--- config.mk ---
export PLATFORM = sky130hd
export DESIGN_NAME = vsub_loop_seq
export DESIGN_NICKNAME = d
export VERILOG_FILES = /design/src/rtl/vsl_pkg.sv /design/src/rtl/vsl_ctrl.sv /design/src/rtl/vsl_sub_ctr.sv /design/src/rtl/vsl_outer_ctr.sv /design/src/rtl/vsub_loop_seq.sv
export SDC_FILE = /design/constraint.sdc
export NUM_CORES = 1
export LEC_CHECK = 0
export BUFFER_PORTS_ARGS = -buffer_cell sky130_fd_sc_hd__clkbuf_2
export CAP_MARGIN = 20
export CORE_MARGIN = 1
export CORE_UTILIZATION = 30
export CTS_BUF_LIST = sky130_fd_sc_hd__clkbuf_8
export CTS_CLUSTER_DIAMETER = 120
export DETAILED_ROUTE_END_ITERATION = 6
export HOLD_SLACK_MARGIN = 0.15
export SLEW_MARGIN = 10
export SYNTH_ARGS = -nofsm -noshare
export SYNTH_HDL_FRONTEND = slang
export SYNTH_HIERARCHICAL = 1
export SYNTH_SLANG_ARGS = --single-unit
--- constraint.sdc ---
create_clock -name clk -period 8.3 [get_ports clk]
set_input_delay 0.83 -clock clk [delete_from_list [all_inputs] [get_ports clk]]
set_output_delay 0.83 -clock clk [all_outputs]
set_load 0.05 [all_outputs]
--- src/rtl/vsl_pkg.sv ---
package vsl_pkg;

    parameter int STEP_W = 7;
    parameter int SUB_W  = 2;

    typedef enum logic [1:0] {
        ACT_HOLD  = 2'd0,
        ACT_SUB   = 2'd1,
        ACT_OUTER = 2'd2,
        ACT_CLEAR = 2'd3
    } act_e;

    typedef struct packed {
        logic [STEP_W-1:0] src;
        logic [STEP_W-1:0] dst;
        logic [SUB_W-1:0]  sub;
    } loop_state_t;

    function automatic logic at_tail(input logic [STEP_W-1:0] idx,
                                     input logic [STEP_W-1:0] len);
        logic [STEP_W-1:0] one;
        one = {{(STEP_W-1){1'b0}}, 1'b1};
        return (len != '0) && (idx == len - one);
    endfunction

endpackage

--- src/rtl/vsl_ctrl.sv ---
module vsl_ctrl
    import vsl_pkg::*;
#(
    parameter int SW = STEP_W,
    parameter int UW = SUB_W
) (
    input  logic          vec_mode,
    input  logic          adv,
    input  logic [SW-1:0] vec_len,
    input  logic [UW-1:0] sub_last,
    input  loop_state_t   cur,
    output act_e          act,
    output logic          sub_end,
    output logic          loop_last,
    output logic          skip_insn
);

    logic live;
    logic tail_hit;

    always_comb begin
        skip_insn = vec_mode && (vec_len == '0);
        live      = vec_mode && !skip_insn;
        sub_end   = live && (cur.sub == sub_last);
        tail_hit  = at_tail(cur.src, vec_len) || at_tail(cur.dst, vec_len);
        loop_last = sub_end && tail_hit;
        if (!(adv && live)) begin
            act = ACT_HOLD;
        end else if (loop_last) begin
            act = ACT_CLEAR;
        end else if (sub_end) begin
            act = ACT_OUTER;
        end else begin
            act = ACT_SUB;
        end
    end

endmodule

--- src/rtl/vsl_sub_ctr.sv ---
module vsl_sub_ctr
    import vsl_pkg::*;
#(
    parameter int UW = SUB_W
) (
    input  logic          clk,
    input  logic          rst,
    input  act_e          act,
    output logic [UW-1:0] sub_q
);

    localparam logic [UW-1:0] ONE = {{(UW-1){1'b0}}, 1'b1};

    always_ff @(posedge clk) begin
        if (rst) begin
            sub_q <= '0;
        end else begin
            case (act)
                ACT_SUB:   sub_q <= sub_q + ONE;
                ACT_OUTER: sub_q <= '0;
                ACT_CLEAR: sub_q <= '0;
                default:   sub_q <= sub_q;
            endcase
        end
    end

    AST_SUB_WRAP: assert property (@(posedge clk) disable iff (rst)
        (act == ACT_OUTER) |=> (sub_q == '0));

endmodule

--- src/rtl/vsl_outer_ctr.sv ---
module vsl_outer_ctr
    import vsl_pkg::*;
#(
    parameter int SW = STEP_W
) (
    input  logic          clk,
    input  logic          rst,
    input  act_e          act,
    input  logic          hold,
    output logic [SW-1:0] step_q
);

    localparam logic [SW-1:0] ONE = {{(SW-1){1'b0}}, 1'b1};

    always_ff @(posedge clk) begin
        if (rst) begin
            step_q <= '0;
        end else begin
            case (act)
                ACT_OUTER: step_q <= hold ? step_q : step_q + ONE;
                ACT_CLEAR: step_q <= '0;
                default:   step_q <= step_q;
            endcase
        end
    end

    AST_OUTER_HOLD: assert property (@(posedge clk) disable iff (rst)
        (act == ACT_OUTER && hold) |=> $stable(step_q));

    AST_OUTER_STEP: assert property (@(posedge clk) disable iff (rst)
        (act == ACT_OUTER && !hold) |=> (step_q == $past(step_q) + ONE));

endmodule

--- src/rtl/vsub_loop_seq.sv ---
module vsub_loop_seq
    import vsl_pkg::*;
#(
    parameter int SW = STEP_W,
    parameter int UW = SUB_W
) (
    input  logic          clk,
    input  logic          rst,
    input  logic          vec_mode,
    input  logic [SW-1:0] vec_len,
    input  logic [UW-1:0] sub_last,
    input  logic          adv,
    input  logic          hold_src,
    input  logic          hold_dst,
    output logic [SW-1:0] src_step,
    output logic [SW-1:0] dst_step,
    output logic [UW-1:0] sub_step,
    output logic          sub_end,
    output logic          loop_last,
    output logic          skip_insn
);

    localparam int SIDES = 2;
    localparam logic [UW-1:0] SUB_ONE = {{(UW-1){1'b0}}, 1'b1};

    act_e        act;
    loop_state_t cur;
    logic [SIDES-1:0]         side_hold;
    logic [SIDES-1:0][SW-1:0] side_step;

    assign side_hold = {hold_dst, hold_src};
    assign src_step  = side_step[0];
    assign dst_step  = side_step[1];

    always_comb begin
        cur.src = side_step[0];
        cur.dst = side_step[1];
        cur.sub = sub_step;
    end

    vsl_ctrl #(.SW(SW), .UW(UW)) u_ctrl (
        .vec_mode  (vec_mode),
        .adv       (adv),
        .vec_len   (vec_len),
        .sub_last  (sub_last),
        .cur       (cur),
        .act       (act),
        .sub_end   (sub_end),
        .loop_last (loop_last),
        .skip_insn (skip_insn)
    );

    vsl_sub_ctr #(.UW(UW)) u_sub (
        .clk   (clk),
        .rst   (rst),
        .act   (act),
        .sub_q (sub_step)
    );

    for (genvar g = 0; g < SIDES; g++) begin : g_side
        vsl_outer_ctr #(.SW(SW)) u_outer (
            .clk    (clk),
            .rst    (rst),
            .act    (act),
            .hold   (side_hold[g]),
            .step_q (side_step[g])
        );
    end

    AST_RESET_ZERO: assert property (@(posedge clk)
        rst |=> (src_step == '0 && dst_step == '0 && sub_step == '0));

    AST_SUB_INC: assert property (@(posedge clk) disable iff (rst)
        (adv && vec_mode && !skip_insn && !sub_end)
        |=> (sub_step == $past(sub_step) + SUB_ONE) && $stable(src_step) && $stable(dst_step));

    AST_CLEAR_AT_END: assert property (@(posedge clk) disable iff (rst)
        (adv && loop_last) |=> (src_step == '0 && dst_step == '0 && sub_step == '0));

    AST_SKIP_FREEZE: assert property (@(posedge clk) disable iff (rst)
        skip_insn |=> $stable(src_step) && $stable(dst_step) && $stable(sub_step));

    AST_IDLE_HOLD: assert property (@(posedge clk) disable iff (rst)
        (!adv || !vec_mode) |=> $stable(src_step) && $stable(dst_step) && $stable(sub_step));

    AST_LAST_FLAG: assert property (@(posedge clk) disable iff (rst)
        loop_last |-> (sub_end && !skip_insn));

endmodule

==> results of run 1 <==
## worst min-delay path by stage
stage | startpoint | endpoint | slack [ps] | cells past startpoint
CTS | g_side[0].u_outer/step_q[6]$_SDFFE_PP0P_ | g_side[0].u_outer/step_q[6]$_SDFFE_PP0P_ | 540 | 2
global route | g_side[0].u_outer/step_q[6]$_SDFFE_PP0P_ | g_side[0].u_outer/step_q[6]$_SDFFE_PP0P_ | 560 | 2
floorplan | g_side[0].u_outer/step_q[5]$_SDFFE_PP0P_ | g_side[0].u_outer/step_q[5]$_SDFFE_PP0P_ | 700 | 2
detailed placement | g_side[0].u_outer/step_q[6]$_SDFFE_PP0P_ | g_side[0].u_outer/step_q[6]$_SDFFE_PP0P_ | 530 | 2
global placement | g_side[0].u_outer/step_q[6]$_SDFFE_PP0P_ | g_side[0].u_outer/step_q[6]$_SDFFE_PP0P_ | 520 | 2
finish | g_side[0].u_outer/step_q[6]$_SDFFE_PP0P_ | g_side[0].u_outer/step_q[6]$_SDFFE_PP0P_ | 530 | 2
## flip-flops by register name, indices dropped and copies added (netlist names)
name / flops
u_sub/sub_q: 2
g_side.u_outer/step_q: 14
## power by group through the flow
stage	registers [mW]	logic, mW	clock network, mW
2_1_floorplan	0.0836	0.0244	0
3_3_place_gp	0.0808	0.0379	0
3_5_place_dp	0.0808	0.0379	0
4_1_cts	0.0790	0.0380	0.0609
5_1_grt	0.0792	0.0415	0.0640
6_report	0.0790	0.0379	0.0590
## final cells by class
type                       instances  area, µm²  share of cell area [%]
inverter                           8       30.0                    1.88
timing repair buffer              34        173                    10.8
tap                               52       65.1                    4.07
multi-input combinational        138        971                    60.7
sequential                        16        320                    20.0
clock buffer                       3       41.3                    2.58
## cell usage after synthesis (2+ instances only)
cell	number	area share [%]
a21oi_1	5	1.9
nand3_1	4	1.5
o21ai_0	6	2.2
nor2b_1	3	1.4
buf_6	2	1.7
ha_1	4	3.7
dfxtp_1	16	24
a31oi_1	5	2.3
nor2b_4	2	2.0
inv_1	8	2.2
a211oi_1	2	1.1
o31ai_1	6	3.3
mux2_2	2	1.7
nand4_1	4	1.9
nor3_1	4	1.5
nor2_1	5	1.4
a21boi_0	2	1.1
xor2_1	10	6.5
nand2b_1	5	2.3
nand3b_1	5	2.8
nor4_1	2	0.93
nand2_1	17	4.7
mux2i_1	2	1.5
a21boi_1	6	3.3
nor3b_1	2	1.1
xnor2_1	7	4.5
or4_1	6	3.3
maj3_1	2	1.5
o211ai_1	2	1.1
or3_1	5	2.3
## critical path, delay by kind of cell
kind	cells	cell delay [ps]
AO/OA/AOI/OAI	1	150
adder cells (fa/ha/maj)	1	300
buffers and inverters	3	520
multiplexers	1	360
AND/OR/NAND/NOR	3	570
## routing by layer
| metal | track usage [%] | vias to the layer above |
|---|---|---|
| met3 | 2.49 | 2 |
| met1 | 17.7 | 597 |
| li1 | - | 688 |
| met2 | 22.3 | 27 |
| met5 | 0 | - |
| met4 | 6.35 | 0 |
## through the flow
stage               hold WS [ps]  power [mW]
floorplan                    705       0.108
global placement             520       0.119
detailed placement           528       0.119
CTS                          539       0.178
global route                 564       0.185
finish                       532       0.176
## cells by family (layout without fill, tap and decap cells)
logic type	after synthesis	count (layout)	share of synthesized area (%)
XOR/XNOR	17	17	11.0
flip-flops	16	16	23.7
buffers and inverters	11	45	4.27
multiplexers	4	4	3.15
adder cells (fa/ha/maj)	6	6	5.20
AO/OA/AOI/OAI	42	42	22.0
AND/OR/NAND/NOR	69	69	30.6
==> impl_metrics.toml, run 1 <==
[run_status]
status = "finished, violations left"
violations = "design-rule violations"

[route]
drc_errors = 1
viasPerCell = 5.24
wl_met2_um = 1480
route.met3.wl_um = 111
ant_nets = 0
dr_total_vias = 1314
post_drt_wl_per_cell_um = 12.9
drtIter0Drc = 32
drt_first_pass_iters = 6
dr.max_layer_used = "met4"
met1_length_um = 1610
routed_wirelength_um = 3230

[power]
clkPwrFrac_pct = 33.5
power_density_nw_per_um2 = 110
p_sw_uw = 51.3
internal_power_uw = 125
leakagePower_nw = 0.594
sw_frac_of_total_pct = 29.2
combPwrFrac_pct = 21.5
pwr-share-seq_pct = 44.9
max-vdd-ir-drop_mv = 0.0567

[timing]
hold_violations = 0
setup_viol = 0
clock_skew_ps = 2.54
setup_ws_ps = 4740
fin_crit_sh_pct = 42.9
max_freq_mhz = 281
grt_setup_unrepaired = "false"
slew_viol_final = 0
max_slew_margin_pct = 60.7
tns_ps = 0
fin_crit_ps = 3560
worst_pin_slew_ps = 589

[placement]
place_ws_ps = 4610
globalplace.congestion = 0.824
hpwl_um = 2580
numPortBuffers = 33
dpl_cell_area_um2 = 1560
dpl.cell_count = 248

[setup_path]
arrival_ps = 2730
reg2reg_to = "g_side[0].u_outer/step_q[4]$_SDFFE_PP0P_"
crit_type = "input pin to primary output"
path_max_fanout = 8
cpMostUsedCell = "clkbuf_2"
start_kind = "input pin"
worstPathRequired_ps = 7470
rrSetupSlack_ps = 5420
rr_worst_depth = 9
cp-end-kind = "primary output"
slowest_stage = "mux2_2"
endpoint = "loop_last"
r2r-start = "g_side[1].u_outer/step_q[4]$_SDFFE_PP0P_"
slowest_delay_ps = 360
crit_path_start = "vec_len[0]"
crit_chain = "clkbuf_2, inv_1, ha_1, nand3_1, mux2_2, nor4_2, a22oi_1, nor2b_1, clkbuf_2"

[die]
fp.dieW_um = 69.1
start_util_pct = 31.2
die_h_um = 69.1
io_pins = 34
design.core.area_um2 = 4320
fp.dieArea_um2 = 4770
rows = 24

[yosys]
synth_warnings = 6
synth.net_count = 184
synthDistinctLibCells = 44
seq_area_frac_synth_pct = 23.7
synth_seq_cells = 16
synth_area_um2 = 1350
synth_edf_count = 0
postSynth.asyncResetShare_pct = 0
syn_area_per_cell_um2 = 8.17
syn_inst = 165
yosys_most_used_dff = "dfxtp_1"

[run]
max_cap_violations = 0

[cells_and_area]
fillers = 464
final_area_um2 = 1600
diodes = 0
final_common_cell = "clkbuf_2"
instances_no_fill = 251
syn2layout_area_growth_pct = 18.6
layout_common_cells = "33 x clkbuf_2, 17 x nand2_1, 16 x dfxtp_1"
nets = 220
drive_gt1_share_pct = 22.6
fin_util_pct = 37.0

[clocking]
cts_tree = "built"
clkTransAtPathRegs_ps = 60
cts_resized = 0
numClockSinks = 16
clkLatencyLatePin_ps = 250
h-tree-depth = 1
cts.path.max_buffers = 2
cts_buffers = 3
postCtsSetupBuffers = 0
ctsHoldBuffers = 0
cts.root.buffer_cell = "clkbuf_8"

[global_route]
grt_pass1_vias = 1210
grt_max_degree = 12
grt_remaining_overflow = 0
antenna_found_initial = 0
grt_pass1_wl_um = 5400
grt_usage_pct = 13.8

[worst_hold_path]
hold_path_class = "register to register"
Power figures use the tool's default switching activity.
==> run 2: changes to the inputs <==
==> constraint.sdc (replaced) <==
create_clock -name clk -period 3.6 [get_ports clk]
set_input_delay 0.36 -clock clk [delete_from_list [all_inputs] [get_ports clk]]
set_output_delay 0.36 -clock clk [all_outputs]
set_load 0.05 [all_outputs]
==> impl_metrics.toml, run 2 (same netlist as run 1, synthesis figures left out) <==
[route]
drtIter0Drc = 34
routed_wirelength_um = 3340
ant_nets = 0
dr_total_vias = 1330
viasPerCell = 5.26
drc_errors = 1
drt_first_pass_iters = 6
post_drt_wl_per_cell_um = 13.2

[clocking]
postCtsSetupBuffers = 0
cts_buffers = 3
h-tree-depth = 1
clkLatencyLatePin_ps = 250
cts_resized = 0
ctsHoldBuffers = 0
cts_tree = "built"
clkTransAtPathRegs_ps = 70
cts.root.buffer_cell = "clkbuf_8"
cts.path.max_buffers = 2
numClockSinks = 16

[setup_path]
worstPathRequired_ps = 3790
path_max_fanout = 8
slowest_stage = "or4_1"
arrival_ps = 2990
critPathTopFamily = "simple AND/OR/NAND/NOR gates"
start_kind = "input pin"
cp-end-kind = "register"
slowest_delay_ps = 510
crit_chain = "clkbuf_2, inv_1, ha_1, nand3_1, mux2_2, nor4_2, a22oi_1, a21oi_2, nor2b_4, or4_1, a21boi_1"
path_buf_inv = 2
crit_type = "input pin to register"

[global_route]
antenna_found_initial = 0
grt_max_degree = 12
grt_remaining_overflow = 0
grt_pass1_vias = 1250
grt_usage_pct = 14.6
grt_pass1_wl_um = 5690

[power]
power_density_nw_per_um2 = 267
max-vdd-ir-drop_mv = 0.141
leakagePower_nw = 0.607
power.total_uw = 433

[timing]
fin_crit_ps = 2810
fin_crit_sh_pct = 77.9
max_freq_mhz = 356
fin_hold_ws_ps = 388
slew_viol_final = 0
setup_viol = 0
grt_setup_unrepaired = "false"
hold_violations = 0
tns_ps = 0
max_slew_margin_pct = 70.3
setup_ws_ps = 794
worst_pin_slew_ps = 446
clock_skew_ps = 1.78

[cells_and_area]
top_regs = "g_side.u_outer/step_q (14), u_sub/sub_q (2)"
final_common_cell = "clkbuf_2"
final_area_um2 = 1620
fin_util_pct = 37.5
regMostFlops = "g_side.u_outer/step_q"
diodes = 0
syn2layout_area_growth_pct = 20.2
nets = 221
layout_common_cells = "33 x clkbuf_2, 17 x nand2_1, 16 x dfxtp_1"
largest_reg_flops = 14
instances_no_fill = 253
drive_gt1_share_pct = 23.4

[die]
fp.dieW_um = 69.1
rows = 24
die_h_um = 69.1
io_pins = 34
fp.dieArea_um2 = 4770
design.core.area_um2 = 4320
start_util_pct = 31.2

[placement]
numPortBuffers = 33
dpl.cell_count = 249
globalplace.congestion = 0.851
dpl_cell_area_um2 = 1570
place_ws_ps = 537
hpwl_um = 2620

[run]
max_cap_violations = 0

[run_status]
violations = "design-rule violations"
status = "finished, violations left"

[worst_hold_path]
hold_path_class = "input pin to register"
## run 2: cell count changes in the layout (fill, tap and decap cells not counted), sizes merged
cell,before,now
clkbuf,36,37
buf,1,2
## run 2: where the power goes
part	total (mW)	internal, mW	switching [mW]
Clock	0.162	0.0970	0.0647
Sequential	0.182	0.179	0.00328
Combinational	0.0889	0.0348	0.0540
Total	0.433	0.311	0.122
## run 2: layer usage
metal,track usage (%),wire length [µm]
met5,0,0
met3,2.34,121
met4,7.71,47
met2,22.3,1530
met1,19.6,1640
## run 2: worst paths after layout
| kind | from | to | slack (ps) | cells past startpoint |
|---|---|---|---|---|
| setup / recovery | vec_len[0] | g_side[1].u_outer/step_q[6]$_SDFFE_PP0P_ | 790 | 11 |
| hold / removal | rst | u_sub/sub_q[1]$_SDFFE_PP0P_ | 390 | 2 |
| setup reg to reg | g_side[1].u_outer/step_q[4]$_SDFFE_PP0P_ | g_side[1].u_outer/step_q[6]$_SDFFE_PP0P_ | 830 | 9 |
| hold reg to reg | g_side[0].u_outer/step_q[6]$_SDFFE_PP0P_ | g_side[0].u_outer/step_q[6]$_SDFFE_PP0P_ | 520 | 2 |
## run 2: area by class of cell
cell class	count	area, µm²
fillers	479	2700
multi-input cells	138	971
flip-flops and latches	16	320
repair buffers	35	180
well taps	52	65.1
clock buffers	4	55.1
inverters	8	30.0
